[src/rtl/ring_sel_pkg.sv]
package ring_sel_pkg;
  typedef enum logic [1:0] {
    DIR_LOCAL = 2'b00,
    DIR_CW    = 2'b01,
    DIR_CCW   = 2'b10,
    DIR_NONE  = 2'b11
  } ring_dir_e;
endpackage

[src/rtl/ring_hop_dist.sv]
// Modular hop distance in both ring directions.
module ring_hop_dist #(
  parameter int NODES = 8,
  localparam int IDW = (NODES > 1) ? $clog2(NODES) : 1
) (
  input  logic [IDW-1:0] src,
  input  logic [IDW-1:0] dst,
  output logic [IDW-1:0] dist_cw,
  output logic [IDW-1:0] dist_ccw
);
  // NODES folded into IDW bits; zero when NODES is a power of two,
  // which keeps the wrap correct because every result is below NODES.
  localparam logic [IDW-1:0] NMOD = IDW'(NODES);

  always_comb begin
    if (dst >= src) dist_cw = dst - src;
    else            dist_cw = dst - src + NMOD;
    if (src >= dst) dist_ccw = src - dst;
    else            dist_ccw = src - dst + NMOD;
  end
endmodule

[src/rtl/ring_path_ok.sv]
// Checks that every link and node on one direction's path is healthy.
// Step j (1..hops) leaves node pos[j-1] over its own-direction link
// and lands on node pos[j].
module ring_path_ok #(
  parameter int NODES = 8,
  parameter bit CLOCKWISE = 1'b1,
  localparam int IDW = (NODES > 1) ? $clog2(NODES) : 1
) (
  input  logic [IDW-1:0]   src,
  input  logic [IDW-1:0]   hops,
  input  logic [NODES-1:0] link_ok,
  input  logic [NODES-1:0] node_ok,
  output logic             clear
);
  logic [IDW-1:0]   pos [NODES];
  logic [NODES-1:0] step_ok;

  assign pos[0]     = src;
  assign step_ok[0] = 1'b1;

  for (genvar j = 1; j < NODES; j++) begin : g_step
    localparam logic [IDW-1:0] STEP = IDW'(j);
    localparam logic [IDW-1:0] BACK = IDW'(NODES - j);
    if (CLOCKWISE) begin : g_cw
      assign pos[j] = (src >= BACK) ? src - BACK : src + STEP;
    end else begin : g_ccw
      assign pos[j] = (src >= STEP) ? src - STEP : src + BACK;
    end
    assign step_ok[j] = (STEP > hops) ||
                        (link_ok[pos[j-1]] && node_ok[pos[j]]);
  end

  assign clear = &step_ok;
endmodule

[src/rtl/ring_route_pick.sv]
// Chooses the ring from distances and path health.
module ring_route_pick
  import ring_sel_pkg::*;
#(
  parameter int NODES = 8,
  localparam int IDW = (NODES > 1) ? $clog2(NODES) : 1
) (
  input  logic           is_local,
  input  logic [IDW-1:0] dist_cw,
  input  logic [IDW-1:0] dist_ccw,
  input  logic           cw_clear,
  input  logic           ccw_clear,
  output ring_dir_e      dir,
  output logic [IDW-1:0] hops,
  output logic           unroutable
);
  logic prefer_cw;
  assign prefer_cw = (dist_cw <= dist_ccw);

  always_comb begin
    dir        = DIR_NONE;
    hops       = '0;
    unroutable = 1'b0;
    if (is_local) begin
      dir = DIR_LOCAL;
    end else if (prefer_cw && cw_clear) begin
      dir  = DIR_CW;
      hops = dist_cw;
    end else if (!prefer_cw && ccw_clear) begin
      dir  = DIR_CCW;
      hops = dist_ccw;
    end else if (cw_clear) begin
      dir  = DIR_CW;
      hops = dist_cw;
    end else if (ccw_clear) begin
      dir  = DIR_CCW;
      hops = dist_ccw;
    end else begin
      unroutable = 1'b1;
    end
  end
endmodule

[src/rtl/ring_dir_sel.sv]
module ring_dir_sel
  import ring_sel_pkg::*;
#(
  parameter int NODES = 8,
  localparam int IDW = (NODES > 1) ? $clog2(NODES) : 1
) (
  input  logic             clk,
  input  logic             rst_n,
  input  logic             in_valid,
  output logic             in_ready,
  input  logic [IDW-1:0]   in_src,
  input  logic [IDW-1:0]   in_dst,
  input  logic [NODES-1:0] cw_link_ok,
  input  logic [NODES-1:0] ccw_link_ok,
  input  logic [NODES-1:0] node_ok,
  output logic             out_valid,
  input  logic             out_ready,
  output logic [1:0]       out_dir,
  output logic [IDW-1:0]   out_hops,
  output logic             out_unroutable
);
  logic [IDW-1:0] dist_cw, dist_ccw;
  logic           cw_clear, ccw_clear;
  ring_dir_e      nxt_dir;
  logic [IDW-1:0] nxt_hops;
  logic           nxt_unr;
  logic           take;

  ring_hop_dist #(.NODES(NODES)) u_dist (
    .src      (in_src),
    .dst      (in_dst),
    .dist_cw  (dist_cw),
    .dist_ccw (dist_ccw)
  );

  ring_path_ok #(.NODES(NODES), .CLOCKWISE(1'b1)) u_cw_path (
    .src     (in_src),
    .hops    (dist_cw),
    .link_ok (cw_link_ok),
    .node_ok (node_ok),
    .clear   (cw_clear)
  );

  ring_path_ok #(.NODES(NODES), .CLOCKWISE(1'b0)) u_ccw_path (
    .src     (in_src),
    .hops    (dist_ccw),
    .link_ok (ccw_link_ok),
    .node_ok (node_ok),
    .clear   (ccw_clear)
  );

  ring_route_pick #(.NODES(NODES)) u_pick (
    .is_local   (in_src == in_dst),
    .dist_cw    (dist_cw),
    .dist_ccw   (dist_ccw),
    .cw_clear   (cw_clear),
    .ccw_clear  (ccw_clear),
    .dir        (nxt_dir),
    .hops       (nxt_hops),
    .unroutable (nxt_unr)
  );

  assign in_ready = !out_valid || out_ready;
  assign take     = in_valid && in_ready;

  always_ff @(posedge clk) begin
    if (!rst_n) begin
      out_valid      <= 1'b0;
      out_dir        <= DIR_NONE;
      out_hops       <= '0;
      out_unroutable <= 1'b0;
    end else begin
      if (take) begin
        out_valid      <= 1'b1;
        out_dir        <= nxt_dir;
        out_hops       <= nxt_hops;
        out_unroutable <= nxt_unr;
      end else if (out_ready) begin
        out_valid <= 1'b0;
      end
    end
  end
endmodule

[config.mk]
export PLATFORM = sky130hd
export DESIGN_NAME = ring_dir_sel
export DESIGN_NICKNAME = d
export VERILOG_FILES = /design/src/rtl/ring_sel_pkg.sv /design/src/rtl/ring_hop_dist.sv /design/src/rtl/ring_path_ok.sv /design/src/rtl/ring_route_pick.sv /design/src/rtl/ring_dir_sel.sv
export SDC_FILE = /design/constraint.sdc
export NUM_CORES = 1
export LEC_CHECK = 0
export BUFFER_PORTS_ARGS = -buffer_cell sky130_fd_sc_hd__buf_4
export CAP_MARGIN = 20
export CORE_ASPECT_RATIO = 0.7
export CORE_MARGIN = 2
export CORE_UTILIZATION = 40
export CTS_CLUSTER_SIZE = 20
export DETAILED_ROUTE_END_ITERATION = 10
export PLACE_DENSITY = 0.67
export SYNTH_ARGS = -nofsm -noshare
export SYNTH_HDL_FRONTEND = slang
export SYNTH_SLANG_ARGS = --single-unit
[constraint.sdc]
create_clock -name clk -period 6.9 [get_ports clk]
set_input_delay 1.38 -clock clk [delete_from_list [all_inputs] [get_ports clk]]
set_output_delay 1.38 -clock clk [all_outputs]
set_load 0.005 [all_outputs]
## Word-level counts from Yosys, hierarchy flattened

Cells that the tools add are included.

- Bits in registers: 7
- Logic and storage cells: 154

- Add/sub/neg operators: 16
- $lt $le $gt $ge: 30
- Eq/ne operators: 1
- Muxes and demuxes: 66
- Reduce and logical (&&, ||, !) cells: 37

Operator list:

| kind | count |
|---|---|
| binary-select mux 1 bit (select 3 bit) | 21 |
| 2-to-1 mux 3 bit | 12 |
| less-than comparator 3 x 4 -> 1 bit, second input constant | 8 |
| 2-to-1 mux 1 bit | 29 |
| greater-than comparator 3 bit, first input constant | 8 |
| logical AND 1 bit | 17 |
| logical OR 1 bit | 15 |
| AND reduction 7 bit | 2 |
| adder 3 bit, second input constant | 4 |
| >= comparator 3 bit, second input constant | 4 |
| greater-than comparator 2 x 3 -> 1 bit, first input constant | 4 |
| subtractor 3 bit, second input constant | 4 |
| 2-to-1 mux 2 bit | 4 |
| adder 3 x 2 -> 3 bit, second input constant | 2 |
| >= comparator 3 x 2 -> 1 bit, second input constant | 2 |
| greater-than comparator 1 x 3 -> 1 bit, first input constant | 2 |
| subtractor 3 x 2 -> 3 bit, second input constant | 2 |
| subtractor 3 bit | 2 |
| adder 3 x 1 -> 3 bit, second input constant | 1 |
| == test 3 bit | 1 |
| >= comparator 3 x 1 -> 1 bit, second input constant | 1 |
| <= comparator 3 bit | 1 |
| subtractor 3 x 1 -> 3 bit, second input constant | 1 |
| zero test 1 bit | 2 |
| nonzero test 2 bit | 1 |

## Depth between registers and ports, before layout

Gate-level depths: netlist of run 1.

- Depth in word-level cells: 12
- Depth in mapped cells: 15
- Mapped depth without buffers: 13

## Modules after synthesis

A second synthesis of run 1 with hierarchy kept.

- Cells, all modules: 227
- Area, all modules: 2429.8 sq um

Modules (own cells, without submodules):

| module | instances | cells an instance | area an instance (sq um) |
|---|---|---|---|
| ring_path_ok (u_ccw_path) | 1 | 72 | 895.9 |
| ring_path_ok (u_cw_path) | 1 | 83 | 880.8 |
| ring_dir_sel | 1 | 36 | 344.1 |
| ring_route_pick | 1 | 22 | 162.7 |
| ring_hop_dist | 1 | 14 | 146.4 |

## Least setup slack after synthesis of run 1

OpenSTA, ideal clock, no wires.

- Kind: input to register
- From: input port in_src[1]
- To: register out_unroutable
- Library setup time: 115 ps
- Data arrival time: 4059 ps
- Data required time: 6785 ps
- Setup slack: 2726 ps
- Cell stages on the path: 13
- Buffers on the path: 3
- Cell sequence: buf_4 > buf_6 > inv_1 > ha_1 > buf_6 > mux4_1 > nor2_1 > or3_4 > or4b_4 > o21ai_2 > o221ai_2 > a32o_1 > and2_1

- Cells in the longest elaborated chain, start to end: 12

Ends and longest elaborated chain:

| element | line | text |
|---|---|---|
| start: declaration | ring_dir_sel.sv:11 | `input logic [IDW-1:0] in_src,` |
| adder 3 bit, or another cell as far along | ring_path_ok.sv:25, ring_path_ok.sv:27 |  |
| 2-to-1 mux 3 bit | ring_path_ok.sv:25, ring_path_ok.sv:27 |  |
| binary-select mux 1 bit (select 3 bit) | ring_path_ok.sv:30 | `(link_ok[pos[j-1]] && node_ok[pos[j]]);` |
| 2-to-1 mux 1 bit (implied by the code) | ring_path_ok.sv:30 |  |
| logical AND 1 bit | ring_path_ok.sv:30 |  |
| logical OR 1 bit | ring_path_ok.sv:29 | `assign step_ok[j] = (STEP > hops) \|\|` |
| AND reduction 7 bit | ring_path_ok.sv:33 | `assign clear = &step_ok;` |
| 2-to-1 mux 1 bit | ring_route_pick.sv:35 | `end else if (ccw_clear) begin` |
| 2-to-1 mux 1 bit | ring_route_pick.sv:32 | `end else if (cw_clear) begin` |
| 2-to-1 mux 1 bit | ring_route_pick.sv:29 | `end else if (!prefer_cw && ccw_clear) begin` |
| 2-to-1 mux 1 bit | ring_route_pick.sv:26 | `end else if (prefer_cw && cw_clear) begin` |
| 2-to-1 mux 1 bit * | ring_route_pick.sv:24 | `if (is_local) begin` |
| end signal: assignment | ring_dir_sel.sv:77 | `out_unroutable <= nxt_unr;` |
| end: declaration | ring_dir_sel.sv:20 | `output logic out_unroutable` |

Every way passes the cells marked *; elsewhere a longest branch is shown, timed or not. The select of a mux whose other input is x is not followed.
A chain may end at the register's enable or synchronous reset.

## Worst setup path after layout of run 1

- From: input port in_src[0]
- To: register out_unroutable

Same word-level chain as after synthesis.

==> run summary, run 1 <==
status: complete, no violations
CP endpoint: out_unroutable
DIE HEIGHT: 65.6 µm
Setup Skew: 1.26 ps
initial antenna violation count: 0
Worst Tran Pin Value: 938 ps
CTS resizes: 0
fmax: 208 MHz
CTS tree: done
prevailing post-synth register cell: dfxtp_1
hold buffers post-CTS: 0
post-route cell area: 2500 µm²
share of cells above drive strength 1: 32.2%
CP Max Fanout: 27
hpwl dp: 4.38 mm
CTS clk-pin slew, worst paths: 40 ps
ANT nets after route: 0
WL per Instance: 17.7 µm
CTS Sinks: 7
Yosys top cell area share: 18.7%
first-pass GRT wire length: 9.27 mm
overall die width: 92.0 µm
Yosys cell types: 59
fin. max-slew vios: 0
Ports: 42
max-cap viol count: 0
Area after DPL: 2460 µm²
WHS Path Cells: 2
multi-input logic area: 1850 µm²
Period minus WS final: 4810 ps
Routed WL: 5.61 mm
diode count: 0
R2R cell count: 5
die footprint: 6030 µm²
Vias/cell: 6.10
Longest Clk Path Bufs: 2
RSZ-0062 raised after global routing: no
Post-CTS Setup Inserts: 0
vias in the first global route: 1829
slew margin rel.: 37.4%
DR pass1 iterations: 4
type of origin of the critical path: input port
Syn. warnings: 0
worst endpoint required time: 7020 ps
largest net degree at the start of global routing: 28
hold_ws: 462 ps
clock latency on the worst-skew pair: 230 ps
H-tree Lvls: 1
pwr dens: 125 nW/µm²
Post-synth EDFFs: 0
top-count cell post-synth: mux2i_1
dominant cells by area after synthesis: mux4_2 (19%), mux4_1 (15%), mux2i_1 (8.8%)
I/O Buffers: 41
via count: 1934
number of DRC markers in iteration 0: 238
Pleak: 1.03 nW
Num CTS Buffers: 3
final worst path period share: 69.7%
Synth Register Bits: 7
r2r endpoint: out_hops[1]
Seq/Total Area, Yosys: 6.47%
syn nets: 252
nets: 288
Storage cell area: 140 µm²
crit path capture type: register
Worst VDD drop: 45.2 µV
worst setup path startpoint: in_src[0]
routability cong.: 0.894
Worst R2R Setup Slack: 5350 ps
Site Rows: 22
Layout area overhead: 15.6%
Final setup viols: 0
r2r startpoint: out_valid
Initial Util: 41.4%
area leader, netlist: mux4_2
top cells by count, synth: mux2i_1 (19), mux4_2 (18), inv_1 (16), nand2_1 (16), nor2_1 (16)
Root Buffer: clkbuf_8
WS Path Type: input port to register
setup TNS: 0 ps
Overall Global Routing Usage: 19.3%
# fillers: 496
Arr. time, crit path: 4930 ps
Hold Crit Class: register to register
post-layout util: 47.9%
grt total ovfl: 0
core area: 5230 µm²
final hold vios: 0
Post-Syn Instances: 210
post-synthesis cell area: 2170 µm²
Synth async-reset ratio: 0%
DR DRC count: 0
Mean Syn Cell Area: 10.3 µm²
sequential cells by signal (all words and copies together) (netlist names):
| signal | cells |
|---|---|
| out_dir | 2 |
| out_valid | 1 |
| out_unroutable | 1 |
| out_hops | 3 |
where the power goes:
group / switching, mW / internal, mW / total [mW]
clock network: 0.0182 / 0.0400 / 0.0582
registers: 0.00143 / 0.0436 / 0.0450
logic: 0.109 / 0.102 / 0.210
routing by layer:
layer  part of all wire [%]  vias up  track usage (%)
met4                   0.39        0             2.61
li1                       -      922                -
met1                     50      933             30.3
met3                    7.2        3             4.36
met5                      0        -                0
met2                     43       76             27.4
area by class of cell:
type / instances / area share [%]
clock buffers: 4 / 1.80
inverters: 16 / 2.40
multi-input cells: 175 / 73.7
flip-flops and latches: 7 / 5.60
well taps: 72 / 3.60
repair buffers: 43 / 12.9
stage by stage:
step	instances	power (mW)	setup slack, ps
after floorplan	210	0.203	2730
after global placement	313	0.253	1920
after detailed placement	313	0.254	1810
after CTS	317	0.314	2030
after global routing	317	0.337	1810
final	317	0.314	2090
critical path, cell delays in order:
cell and delay, ps:
buf_4 280, inv_1 230, ha_1 970, mux4_1 410, mux2i_1 70, or3_4 350, or4b_4 530, o21ai_2 90
o221ai_2 170, a32o_1 280, and2_1 140
worst min path at each step:
stage | start | end | slack [ps]
after global placement | out_dir[0] | out_dir[0] | 450
final | out_hops[2] | out_hops[2] | 460
after floorplan | out_hops[2] | out_hops[2] | 450
after detailed placement | out_dir[0] | out_dir[0] | 460
after CTS | out_hops[2] | out_hops[2] | 460
after global routing | out_hops[2] | out_hops[2] | 480
cell usage in the layout (no fill, tap or decap), drive strengths merged, types with 5 or more instances in the layout:
cell type / count
a21oi: 5
a31oi: 5
buf: 43
dfxtp: 7
ha: 6
inv: 16
mux2i: 19
mux4: 30
nand2: 16
nand3: 13
nor2: 16
o21ai: 8
logic make-up (layout without fill, tap and decap cells):
logic type,count (synthesis),after routing,share of synthesized area [%]
adders and majority gates,8,8,5.31
xor gates and xnor gates,6,6,3.99
buffers and inverters,28,63,8.32
and+or+nand+nor,65,65,15.3
AOI/OAI and AO/OA,43,43,16.5
DFF,7,7,6.47
muxes,53,53,44.1
Power figures use the tool's default switching activity.
==> run 2, diff against run 1 <==
==> constraint.sdc (replaced) <==
create_clock -name clk -period 4.6 [get_ports clk]
set_input_delay 0.92 -clock clk [delete_from_list [all_inputs] [get_ports clk]]
set_output_delay 0.92 -clock clk [all_outputs]
set_load 0.005 [all_outputs]
==> run 2 against run 1 <==
Against the previous run: die area unchanged; setup slack got worse by 1300 ps; utilization increased by 0.72 points; critical path depth unchanged; critical endpoint is now out_hops[1]; largest cell class unchanged; largest power group unchanged; highest routed layer unchanged.
==> run summary, run 2 (same netlist as run 1, synthesis figures left out) <==
routability cong.: 0.869
Ports: 42
M1 wire length: 2.86 mm
cells along the critical path: buf_4, inv_1, ha_1, buf_4, mux4_2, a32o_1, o311a_1, a31oi_1, nor3_2, a32oi_1, o32ai_1
CTS Sinks: 7
overall die width: 92.0 µm
final hold vios: 0
fmax: 266 MHz
max-cap viol count: 0
WS Path Type: input port to register
CTS clk-pin slew, worst paths: 40 ps
Worst Tran Pin Value: 512 ps
max incr delay on CP: 630 ps
initial antenna violation count: 0
DR DRC count: 0
Arr. time, crit path: 3870 ps
met3 WL post-DR: 459 µm
Area after DPL: 2500 µm²
diode count: 0
hold buffers post-CTS: 0
CTS resizes: 0
setup TNS: 0 ps
DR pass1 iterations: 4
I/O Buffers: 41
CP Max Fanout: 12
core area: 5230 µm²
DR WL met2: 2.53 mm
slew margin rel.: 65.9%
post-route cell area: 2540 µm²
fin. max-slew vios: 0
# fillers: 489
commonest non-fill, non-tap cell in the layout: buf_4
pwr dens: 187 nW/µm²
max FFs per register: 3
placed cells: 318
vias in the first global route: 1799
Layout area overhead: 17.3%
Finished Layout Cells: 322
WL per Instance: 18.2 µm
largest net degree at the start of global routing: 25
share of cells above drive strength 1: 33.6%
Final setup viols: 0
ANT nets after route: 0
status: complete, no violations
Setup Skew: 4.63 ps
Num CTS Buffers: 3
Initial Util: 41.4%
Root Buffer: clkbuf_8
first-pass GRT wire length: 9.38 mm
Total Power: 475 µW
Overall Global Routing Usage: 19.5%
Routed WL: 5.87 mm
Largest Register: out_hops
crit path capture type: register
worst endpoint required time: 4710 ps
nets: 293
Period minus WS final: 3760 ps
RSZ-0062 raised after global routing: no
Vias/cell: 6.20
Hold Crit Class: register to register
via count: 1997
grt total ovfl: 0
Worst VDD drop: 83.1 µV
hpwl dp: 4.55 mm
most frequent CP cell: buf_4
Worst path slowest cell: ha_1
Site Rows: 22
Post-CTS Setup Inserts: 0
die footprint: 6030 µm²
DR top layer: met4
H-tree Lvls: 1
Longest Clk Path Bufs: 2
type of origin of the critical path: input port
final worst path period share: 81.8%
clock latency on the worst-skew pair: 230 ps
Pleak: 1.06 nW
DIE HEIGHT: 65.6 µm
CTS tree: done
most frequent cells in the layout: buf_4 (48), mux2i_1 (19), mux4_2 (18)
biggest regs: out_hops (3), out_dir (2)
number of DRC markers in iteration 0: 186
==> run 2: report_power, final <==
part	internal (mW)	leakage (nW)	switching (mW)
sequential	0.0654	0.0575	0.00248
clock	0.0600	0.0228	0.0265
combinational	0.156	0.975	0.165
total	0.281	1.06	0.194
==> run 2: worst paths after layout <==
check | from | to | slack (ps) | cells past startpoint
max | in_src[1] | out_hops[1] | 840 | 11
min | out_hops[2] | out_hops[2] | 460 | 2
max reg2reg | out_valid | out_hops[1] | 3150 | 5
min reg2reg | out_hops[2] | out_hops[2] | 460 | 2
==> run 2: critical path: cells and delay by family <==
| family | cells | cell delay [ps] |
|---|---|---|
| AOI/OAI and AO/OA | 5 | 1210 |
| adders and majority gates | 1 | 630 |
| muxes | 1 | 530 |
| buffers and inverters | 3 | 470 |
| and+or+nand+nor | 1 | 110 |
==> run 2: cell type report <==
type | instances | area [µm²] | share of cell area (%)
tap | 72 | 90.1 | 3.55
clock buffer | 4 | 45.0 | 1.77
timing repair buffer | 48 | 360 | 14.2
inverter | 16 | 60.1 | 2.36
multi-input combinational | 175 | 1850 | 72.6
sequential | 7 | 140 | 5.51
==> run 2: routing by layer <==
metal / vias to the layer above / GRT usage, %
li1: 925 / -
met1: 975 / 31.0
met2: 95 / 28.4
met3: 2 / 2.98
met4: 0 / 2.24
met5: - / 0
==> run 2: metrics by stage <==
step | setup WS (ps) | hold WS, ps | util (%)
final | 835 | 463 | 48.6
after global routing | 610 | 509 | 48.6
after CTS | 841 | 467 | 48.6
after detailed placement | 589 | 464 | 47.7
after global placement | 645 | 453 | 47.7
after floorplan | 886 | 453 | -
